<file path="src/rtl/clkstop_wake_pkg.sv">
package clkstop_wake_pkg;
  localparam int REG_W   = 8;
  localparam int NUM_SRC = 15;

  // physical source positions in the synchronized event vector
  localparam int SRC_RING = 8;
  localparam int SRC_INTR = 9;
  localparam int SRC_NMI  = 10;
  localparam int SRC_SMI  = 11;
  localparam int SRC_XSMI = 12;
  localparam int SRC_SUSP = 13;
  localparam int SRC_BATT = 14;

  // register B field positions
  localparam int B_MASTER = 0;
  localparam int B_RING   = 1;
  localparam int B_INTR   = 3;
  localparam int B_NMI    = 4;
  localparam int B_SMI    = 5;
  localparam int B_XSMI   = 6;
  localparam int B_HWSUS  = 7;

  // writable bits (reserved positions cleared)
  localparam logic [REG_W-1:0] MASK_A = 8'hDF;
  localparam logic [REG_W-1:0] MASK_B = 8'hFB;

  typedef struct packed {
    logic [REG_W-1:0] en_a;
    logic [REG_W-1:0] en_b;
  } wake_cfg_t;
endpackage

</file>
<file path="src/rtl/wake_cfg_regs.sv">
module wake_cfg_regs
  import clkstop_wake_pkg::*;
#(
  parameter int               ADDR_W = 8,
  parameter logic [ADDR_W-1:0] ADDR_A = 8'hD9,
  parameter logic [ADDR_W-1:0] ADDR_B = 8'hDA
) (
  input  logic              clk_i,
  input  logic              rst_n_i,
  input  logic [ADDR_W-1:0] addr_i,
  input  logic              wr_en_i,
  input  logic [REG_W-1:0]  wr_data_i,
  output logic [REG_W-1:0]  rd_data_o,
  output wake_cfg_t         cfg_o
);
  wake_cfg_t cfg_q, cfg_d;
  logic      sel_a, sel_b;

  always_comb begin
    sel_a = (addr_i == ADDR_A);
    sel_b = (addr_i == ADDR_B);
    cfg_d = cfg_q;
    if (sel_a) cfg_d.en_a = wr_data_i & MASK_A;
    if (sel_b) cfg_d.en_b = wr_data_i & MASK_B;
    if (sel_a)      rd_data_o = cfg_q.en_a;
    else if (sel_b) rd_data_o = cfg_q.en_b;
    else            rd_data_o = '0;
  end

  always_ff @(posedge clk_i or negedge rst_n_i) begin
    if (!rst_n_i)     cfg_q <= '0;
    else if (wr_en_i) cfg_q <= cfg_d;
  end

  assign cfg_o = cfg_q;
endmodule

</file>
<file path="src/rtl/wake_sync_edge.sv">
module wake_sync_edge #(
  parameter int WIDTH  = 15,
  parameter int STAGES = 2
) (
  input  logic             clk_i,
  input  logic             rst_n_i,
  input  logic [WIDTH-1:0] raw_i,
  output logic [WIDTH-1:0] rise_o
);
  for (genvar g = 0; g < WIDTH; g++) begin : g_bit
    logic [STAGES-1:0] sync_q, sync_d;
    logic              last_q;

    always_comb sync_d = {sync_q[STAGES-2:0], raw_i[g]};

    always_ff @(posedge clk_i or negedge rst_n_i) begin
      if (!rst_n_i) begin
        sync_q <= '0;
        last_q <= 1'b0;
      end else begin
        sync_q <= sync_d;
        last_q <= sync_q[STAGES-1];
      end
    end

    assign rise_o[g] = sync_q[STAGES-1] & ~last_q;
  end
endmodule

</file>
<file path="src/rtl/clkstop_hold_ctr.sv">
module clkstop_hold_ctr #(
  parameter int CNT_W = 8
) (
  input  logic             clk_i,
  input  logic             rst_n_i,
  input  logic             brk_i,
  input  logic             stop_req_i,
  input  logic             tick_i,
  input  logic [CNT_W-1:0] init_i,
  output logic             stop_n_o,
  output logic [CNT_W-1:0] cnt_o,
  output logic             brk_pulse_o
);
  logic             stop_n_q, stop_n_d;
  logic [CNT_W-1:0] cnt_q, cnt_d;
  logic             pulse_q;

  always_comb begin
    stop_n_d = stop_n_q;
    cnt_d    = cnt_q;
    if (brk_i) begin
      stop_n_d = 1'b1;
      cnt_d    = init_i;
    end else begin
      if (stop_req_i) stop_n_d = 1'b0;
      if (!stop_n_q && tick_i && (cnt_q != '0)) cnt_d = cnt_q - 1'b1;
    end
  end

  always_ff @(posedge clk_i or negedge rst_n_i) begin
    if (!rst_n_i) begin
      stop_n_q <= 1'b1;
      cnt_q    <= '0;
      pulse_q  <= 1'b0;
    end else begin
      stop_n_q <= stop_n_d;
      cnt_q    <= cnt_d;
      pulse_q  <= brk_i;
    end
  end

  assign stop_n_o    = stop_n_q;
  assign cnt_o       = cnt_q;
  assign brk_pulse_o = pulse_q;
endmodule

</file>
<file path="src/rtl/clkstop_wake_ctrl.sv">
module clkstop_wake_ctrl
  import clkstop_wake_pkg::*;
#(
  parameter int                ADDR_W      = 8,
  parameter logic [ADDR_W-1:0] ADDR_A      = 8'hD9,
  parameter logic [ADDR_W-1:0] ADDR_B      = 8'hDA,
  parameter int                CNT_W       = 8,
  parameter int                SYNC_STAGES = 2
) (
  input  logic              clk_i,
  input  logic              rst_n_i,
  input  logic [ADDR_W-1:0] addr_i,
  input  logic              wr_en_i,
  input  logic [7:0]        wr_data_i,
  output logic [7:0]        rd_data_o,
  input  logic [7:0]        irq_lines_i,
  input  logic              intr_i,
  input  logic              nmi_i,
  input  logic              smi_i,
  input  logic              ext_smi_i,
  input  logic              susp_btn_i,
  input  logic              batt_low_i,
  input  logic              ring_n_i,
  input  logic              ext_smi_en_i,
  input  logic              susp_smi_en_i,
  input  logic              batt_smi_en_i,
  input  logic              stop_req_i,
  input  logic              tick_i,
  input  logic [CNT_W-1:0]  hold_init_i,
  output logic              stop_n_o,
  output logic [CNT_W-1:0]  hold_cnt_o,
  output logic              brk_pulse_o
);
  // reset: asserted asynchronously, released on the clock
  logic [1:0] rst_pipe_q;
  logic       rst_sync_n;

  always_ff @(posedge clk_i or negedge rst_n_i) begin
    if (!rst_n_i) rst_pipe_q <= '0;
    else          rst_pipe_q <= {rst_pipe_q[0], 1'b1};
  end
  assign rst_sync_n = rst_pipe_q[1];

  wake_cfg_t cfg;
  logic      master_en;

  wake_cfg_regs #(.ADDR_W(ADDR_W), .ADDR_A(ADDR_A), .ADDR_B(ADDR_B)) u_regs (
    .clk_i    (clk_i),
    .rst_n_i  (rst_sync_n),
    .addr_i   (addr_i),
    .wr_en_i  (wr_en_i),
    .wr_data_i(wr_data_i),
    .rd_data_o(rd_data_o),
    .cfg_o    (cfg)
  );
  assign master_en = cfg.en_b[B_MASTER];

  // polarity-normalized sources, active-high
  logic [NUM_SRC-1:0] raw_evt, rise;
  assign raw_evt = {batt_low_i, susp_btn_i, ext_smi_i, smi_i, nmi_i, intr_i,
                    ~ring_n_i, irq_lines_i ^ 8'h01};

  wake_sync_edge #(.WIDTH(NUM_SRC), .STAGES(SYNC_STAGES)) u_sync (
    .clk_i  (clk_i),
    .rst_n_i(rst_sync_n),
    .raw_i  (raw_evt),
    .rise_o (rise)
  );

  logic [REG_W-1:0] hit_a, hit_b;
  logic             brk_hit;

  always_comb begin
    hit_a          = rise[7:0] & cfg.en_a;
    hit_b          = '0;
    hit_b[B_RING]  = rise[SRC_RING] & cfg.en_b[B_RING];
    hit_b[B_INTR]  = rise[SRC_INTR] & cfg.en_b[B_INTR];
    hit_b[B_NMI]   = rise[SRC_NMI]  & cfg.en_b[B_NMI];
    hit_b[B_SMI]   = rise[SRC_SMI]  & cfg.en_b[B_SMI];
    hit_b[B_XSMI]  = rise[SRC_XSMI] & ext_smi_en_i & cfg.en_b[B_XSMI];
    hit_b[B_HWSUS] = ((rise[SRC_SUSP] & susp_smi_en_i) |
                      (rise[SRC_BATT] & batt_smi_en_i)) & cfg.en_b[B_HWSUS];
    brk_hit        = master_en & ((|hit_a) | (|hit_b));
  end

  clkstop_hold_ctr #(.CNT_W(CNT_W)) u_hold (
    .clk_i      (clk_i),
    .rst_n_i    (rst_sync_n),
    .brk_i      (brk_hit),
    .stop_req_i (stop_req_i),
    .tick_i     (tick_i),
    .init_i     (hold_init_i),
    .stop_n_o   (stop_n_o),
    .cnt_o      (hold_cnt_o),
    .brk_pulse_o(brk_pulse_o)
  );
endmodule

</file>
<file path="config.mk">
export PLATFORM = sky130hd
export DESIGN_NAME = clkstop_wake_ctrl
export DESIGN_NICKNAME = d
export VERILOG_FILES = /design/src/rtl/clkstop_wake_pkg.sv /design/src/rtl/wake_cfg_regs.sv /design/src/rtl/wake_sync_edge.sv /design/src/rtl/clkstop_hold_ctr.sv /design/src/rtl/clkstop_wake_ctrl.sv
export SDC_FILE = /design/constraint.sdc
export NUM_CORES = 1
export LEC_CHECK = 0
export ABC_AREA = 1
export CORE_MARGIN = 3
export CORE_UTILIZATION = 52
export CTS_CLUSTER_SIZE = 8
export DETAILED_ROUTE_END_ITERATION = 16
export PLACE_DENSITY_LB_ADDON = 0.2
export SLEW_MARGIN = 10
export SYNTH_ARGS = -nofsm -noshare
export SYNTH_HDL_FRONTEND = slang
export SYNTH_SLANG_ARGS = --single-unit
</file>
<file path="constraint.sdc">
create_clock -name clk_i -period 3 [get_ports clk_i]
set_input_delay 0.3 -clock clk_i [delete_from_list [all_inputs] [get_ports clk_i]]
set_output_delay 0.3 -clock clk_i [all_outputs]
set_load 0.01 [all_outputs]
</file>
; Word-level counts from Yosys, hierarchy flattened
; Index checks and enable logic that the tools add are counted.
[word_totals]
output_inout_bits = 18
mem_bits_ro = 0
reg_bits = 71
in_bits = 47
wordCells = 100
ramBits = 0
latch_bits = 0
n_memories = 0
[classes]
reduce_logical = 10
shift = 0
div = 0
n_eq_ne = 2
n_bitwise = 45
mux = 6
mul = 0
addsub = 1
order_cmp = 0
[ops]
columns = cell, n
row1 = 8-bit two-way mux, 4
row2 = 1-bit AND, 25
row3 = 1-bit NOT, 17
row4 = 8-bit equality test (second input constant), 2
row5 = 8-bit AND, 1
row6 = 8-bit nonzero test, 1
row7 = 8-bit OR reduction, 1
row8 = 8-bit by 1-bit subtractor with 8-bit output (second input constant), 1
row9 = 6-bit OR reduction, 1
row10 = 2-bit AND reduction, 2
row11 = 2-bit nonzero test, 2
row12 = 1-bit logical AND, 2
row13 = 1-bit two-way mux, 2
row14 = 1-bit OR, 2
row15 = 1-bit logical NOT, 1

; Logic depth before layout (Yosys ltp)
[depth]
word_depth = 9
mapped_depth = 11
mapped_depth_nobuf = 11

; By module
; From an unflattened synthesis, not the netlist that was laid out.
[unflattened]
hier_cells = 310
area_unflattened_um2 = 2945.3
[by_module_without_submodules]
columns = mod, area_each_um2, instances, cells_per_inst, seq_area_each_um2
row1 = wake_sync_edge, 1276.2, 1, 75, 1126.1
row2 = wake_cfg_regs, 803.3, 1, 102, 350.3
row3 = clkstop_hold_ctr, 685.7, 1, 97, 251.5
row4 = clkstop_wake_ctrl, 180.2, 1, 36, 50.0

; Worst setup path before layout
; OpenSTA, ideal clock, no wires.
[synth_path]
kind = input to output
start = in addr_i[6]
end = out rd_data_o[0]
path_buffers = 0
arrival_time_ns = 1.065
cell_stages = 4
t_required_ns = 2.700
setup_slack_ns = 1.635
cell_sequence = nand2_1 nor3b_4 nand3_2 o22ai_1
[synth_via]
elab_chain_cells = 3
word_cells_on_any_way = 4
cone_classes = 2 x eq/ne / 2 x mux
[synth_rtl]
columns = item, line_no
row1 = from (decl), clkstop_wake_ctrl.sv:12  ; input logic [ADDR_W-1:0] addr_i,
row2 = 8-bit equality test, wake_cfg_regs.sv:21  ; sel_b = (addr_i == ADDR_B);
row3 = 8-bit two-way mux, wake_cfg_regs.sv:26  ; else if (sel_b) rd_data_o = cfg_q.en_b;
row4 = 8-bit two-way mux (*), wake_cfg_regs.sv:25  ; if (sel_a) rd_data_o = cfg_q.en_a;
row5 = to (decl), clkstop_wake_ctrl.sv:15  ; output logic [7:0] rd_data_o,
; Every way passes the cells marked *; elsewhere a longest branch is shown, timed or not.

; Worst setup path in the final report
[layout_path]
start = in addr_i[7]
end = out rd_data_o[0]
; Same word-level chain as after synthesis.

==> qor.txt <==
DR pass1 iterations - 4
Critical Path RT - 2.70 ns
Syn_area_per_cell - 10.31 um2
Switching Share - 23.83%
Total grt overflow - 0
CP cell instances - clkdlybuf4s50_1 > nand2_1 > nor3b_4 > nand3_2 > o22ai_1 > clkdlybuf4s50_1
TritonCTS Sinks - 68
First-pass GRT wire length - 8611 um
Worst Skew - 0.006062 ns
Vias per cell - 4.707
Max_cap viols - 0
Synth Warn # - 0
Logic pwr share - 10.6%
Dpl cell area - 0.003366 mm2
R2r startpoint - u_hold.cnt_o[3]$_DFFE_PN0P_
Die Y - 77.81 um
#FFs+latches synth - 68
Cell area after synthesis - 0.002681 mm2
Final Instance Area - 0.003567 mm2
Layout cells sized above 1 - 11.90%
Die Area - 0.006054 mm2
Reg2reg end - u_hold.cnt_o[5]$_DFFE_PN0P_
Max-slew violations - 0
# rows - 25
Cell area power density - 550.6 mW/mm2
Rel. slew slack - 35.74%
Total power - 1.964 mW
Vias - 1897
DRT antenna net count - 0
Highest-count cells in the layout ignoring fill and taps - dfrtp_1 (66), clkdlybuf4s50_1 (63), nand2_1 (50)
Commonest non-fill, non-tap cell in the layout - dfrtp_1
IO Port Bufs - 63
Total GRT Usage - 18.82%
Tightest Pin Transition - 0.9639 ns
Final Setup Violations - 0
Met2 Usage GRT - 32.53%
Static Leak - 1.685 nW
Max Clock Freq - 399.6 MHz
Startpoint Class - input pin
Post-synth EDFFs - 0
Unique masters post-synth - 26
Clock buffer count from CTS - 9
Clock share of power - 37.5%
RSZ-0062 raised after global routing - no
Ant. Diodes - 0
WP data arrival - 2.20 ns
Core area - 0.004848 mm2
CP Capture Type - output pin
Post-CTS Hold Buffers - 0
Ys async rst share - 100.0%
CP bufs+invs - 2
NumNets Final - 380
GP Congestion - 0.8418
Residual DRC count - 0
Syn nets - 309
Met3 global-route usage - 4.756%
Sequential group share of total power - 52.0%
Initial antenna violation count - 0
Final Hold Viols - 0
CTS Root Cell - clkbuf_8
Final wirelength - 4969 um
Area growth from synthesis to layout - 33.04%
Largest net degree at the start of global routing - 48
Deepest clock path buffer count - 2
Worst skew pair latency - 0.33 ns
FF-to-FF path depth - 10
Internal - 1.496 mW
Outcome - finished clean
Number of I/O pins - 65
Critical Path Slowest Stage Cell - clkdlybuf4s50_1
Hold Crit Class - input pin to async pin
Pre-CTS setup slack - 0.4629 ns
Worst-path fanout max - 8
Detail Placement HPWL - 3599 um
# Post-CTS Setup Buffers - 0
VDD IR max - 0.4782 mV
Crit-path most repeated cell - clkdlybuf4s50_1
Clk slew on worst S/H paths - 0.07 ns
Wire per inst - 12.33 um
Fin crit share - 83.43%
Flop2flop setup slack - 1.34 ns
First-iteration detailed-routing DRC count - 65
Part of the Yosys area used for sequential elements - 63.51%
M1 GR Usage - 20.95%
CTS resizes - 0
Setup TNS - 0 ns
Synth Flop Type - dfrtp_1
Fin crit period - 2.503 ns
Crit path max-delay family - buffers and inverters
Vias in the first global route - 1961
Mapped Cells - 260
Chip Width - 77.81 um
Most crowded layer after global routing - met2
CTS tree - done
CP Class - input pin to output pin
# H-tree levels - 3
Beginning of the critical path - addr_i[7]
Final worst-path setup slack - 0.4972 ns
Initial core utilization - 55.30%
Worst path max stage delay - 0.57 ns
Net Switching - 0.4680 mW
metrics by stage:
| stage | cells | hold WS [ns] | utilization (%) |
|---|---|---|---|
| after floorplan | 260 | 0.004409 | - |
| final | 403 | 0.1254 | 73.57 |
| after global routing | 403 | 0.1057 | 73.57 |
| after detailed placement | 387 | 0.3347 | 69.42 |
| after CTS | 403 | 0.1062 | 73.57 |
| after global placement | 387 | 0.3324 | 69.42 |
area by class of cell:
| cell class | count | area [um2] |
|---|---|---|
| Multi-Input combinational cell | 147 | 782.0 |
| Clock buffer | 10 | 137.6 |
| Sequential cell | 68 | 1704 |
| Inverter | 40 | 150.1 |
| Clock inverter | 6 | 63.81 |
| Timing Repair Buffer | 65 | 645.6 |
| Fill cell | 369 | 1281 |
| Tap cell | 67 | 83.83 |
cells in the mapped netlist (2+ instances only):
cell type	number	area [um2]
nand3b_1	6	45.04
o21ai_2	6	52.55
o21ai_1	4	20.02
o21ai_0	5	25.02
buf_6	2	22.52
nand2_1	50	187.7
ha_1	2	25.02
nand3_1	24	120.1
nand2_2	8	50.05
a21oi_1	2	10.01
inv_1	39	146.4
o22ai_1	6	37.54
xor2_1	5	43.79
nor2_4	2	22.52
nor2_1	22	82.58
dfrtp_1	67	1677
registers in the layout, indices dropped and copies added (netlist names):
| signal | cells |
|---|---|
| u_regs.cfg_o | 14 |
| u_sync.g_bit.last_q | 14 |
| rst_pipe_q | 2 |
| u_sync.g_bit.sync_q | 28 |
| u_hold.brk_pulse_o | 1 |
| u_hold.cnt_o | 8 |
| u_hold.stop_n_o | 1 |
per-layer routing:
layer	vias up	wire (um)
met3	7	235
li1	952	-
met2	45	2583
met4	0	96
met1	893	2053
met5	-	0
worst register-to-register path: stages (launching register included):
cell	delay (ns)
dfrtp_1	0.40
inv_1	0.11
nand2_1	0.08
nor2_1	0.14
nand3_1	0.09
nand2_1	0.31
inv_1	0.16
nand2_1	0.10
nand2_1	0.05
nand2_1	0.07
nand2_1	0.04
power by group through the flow:
stage	clock network [mW]	logic, mW	registers [mW]
after global routing	0.811	0.234	1.03
after CTS	0.762	0.210	1.02
after global placement	0	0.205	1.04
final	0.736	0.207	1.02
after floorplan	0	0.0981	1.03
after detailed placement	0	0.209	1.04
worst max path at each step:
stage | endpoint | cells after the start | slack, ns
after floorplan | u_hold.brk_pulse_o$_DFF_PN0_ | 0 | 0.97
after global placement | rd_data_o[0] | 6 | 0.47
after detailed placement | rd_data_o[0] | 6 | 0.46
after CTS | rd_data_o[0] | 6 | 0.46
after global routing | rd_data_o[3] | 6 | 0.38
final | rd_data_o[0] | 6 | 0.50
kinds of logic after synthesis:
group / count (synthesis) / synth area share [%]
simple gates: 116 / 21.05
fa+ha+maj: 2 / 0.9331
other cells: 1 / 0.1399
compound gates: 23 / 5.413
buf+inv: 45 / 7.325
flops: 68 / 63.51
xor+xnor: 5 / 1.633
No activity file was read; power rests on OpenSTA's default activity.
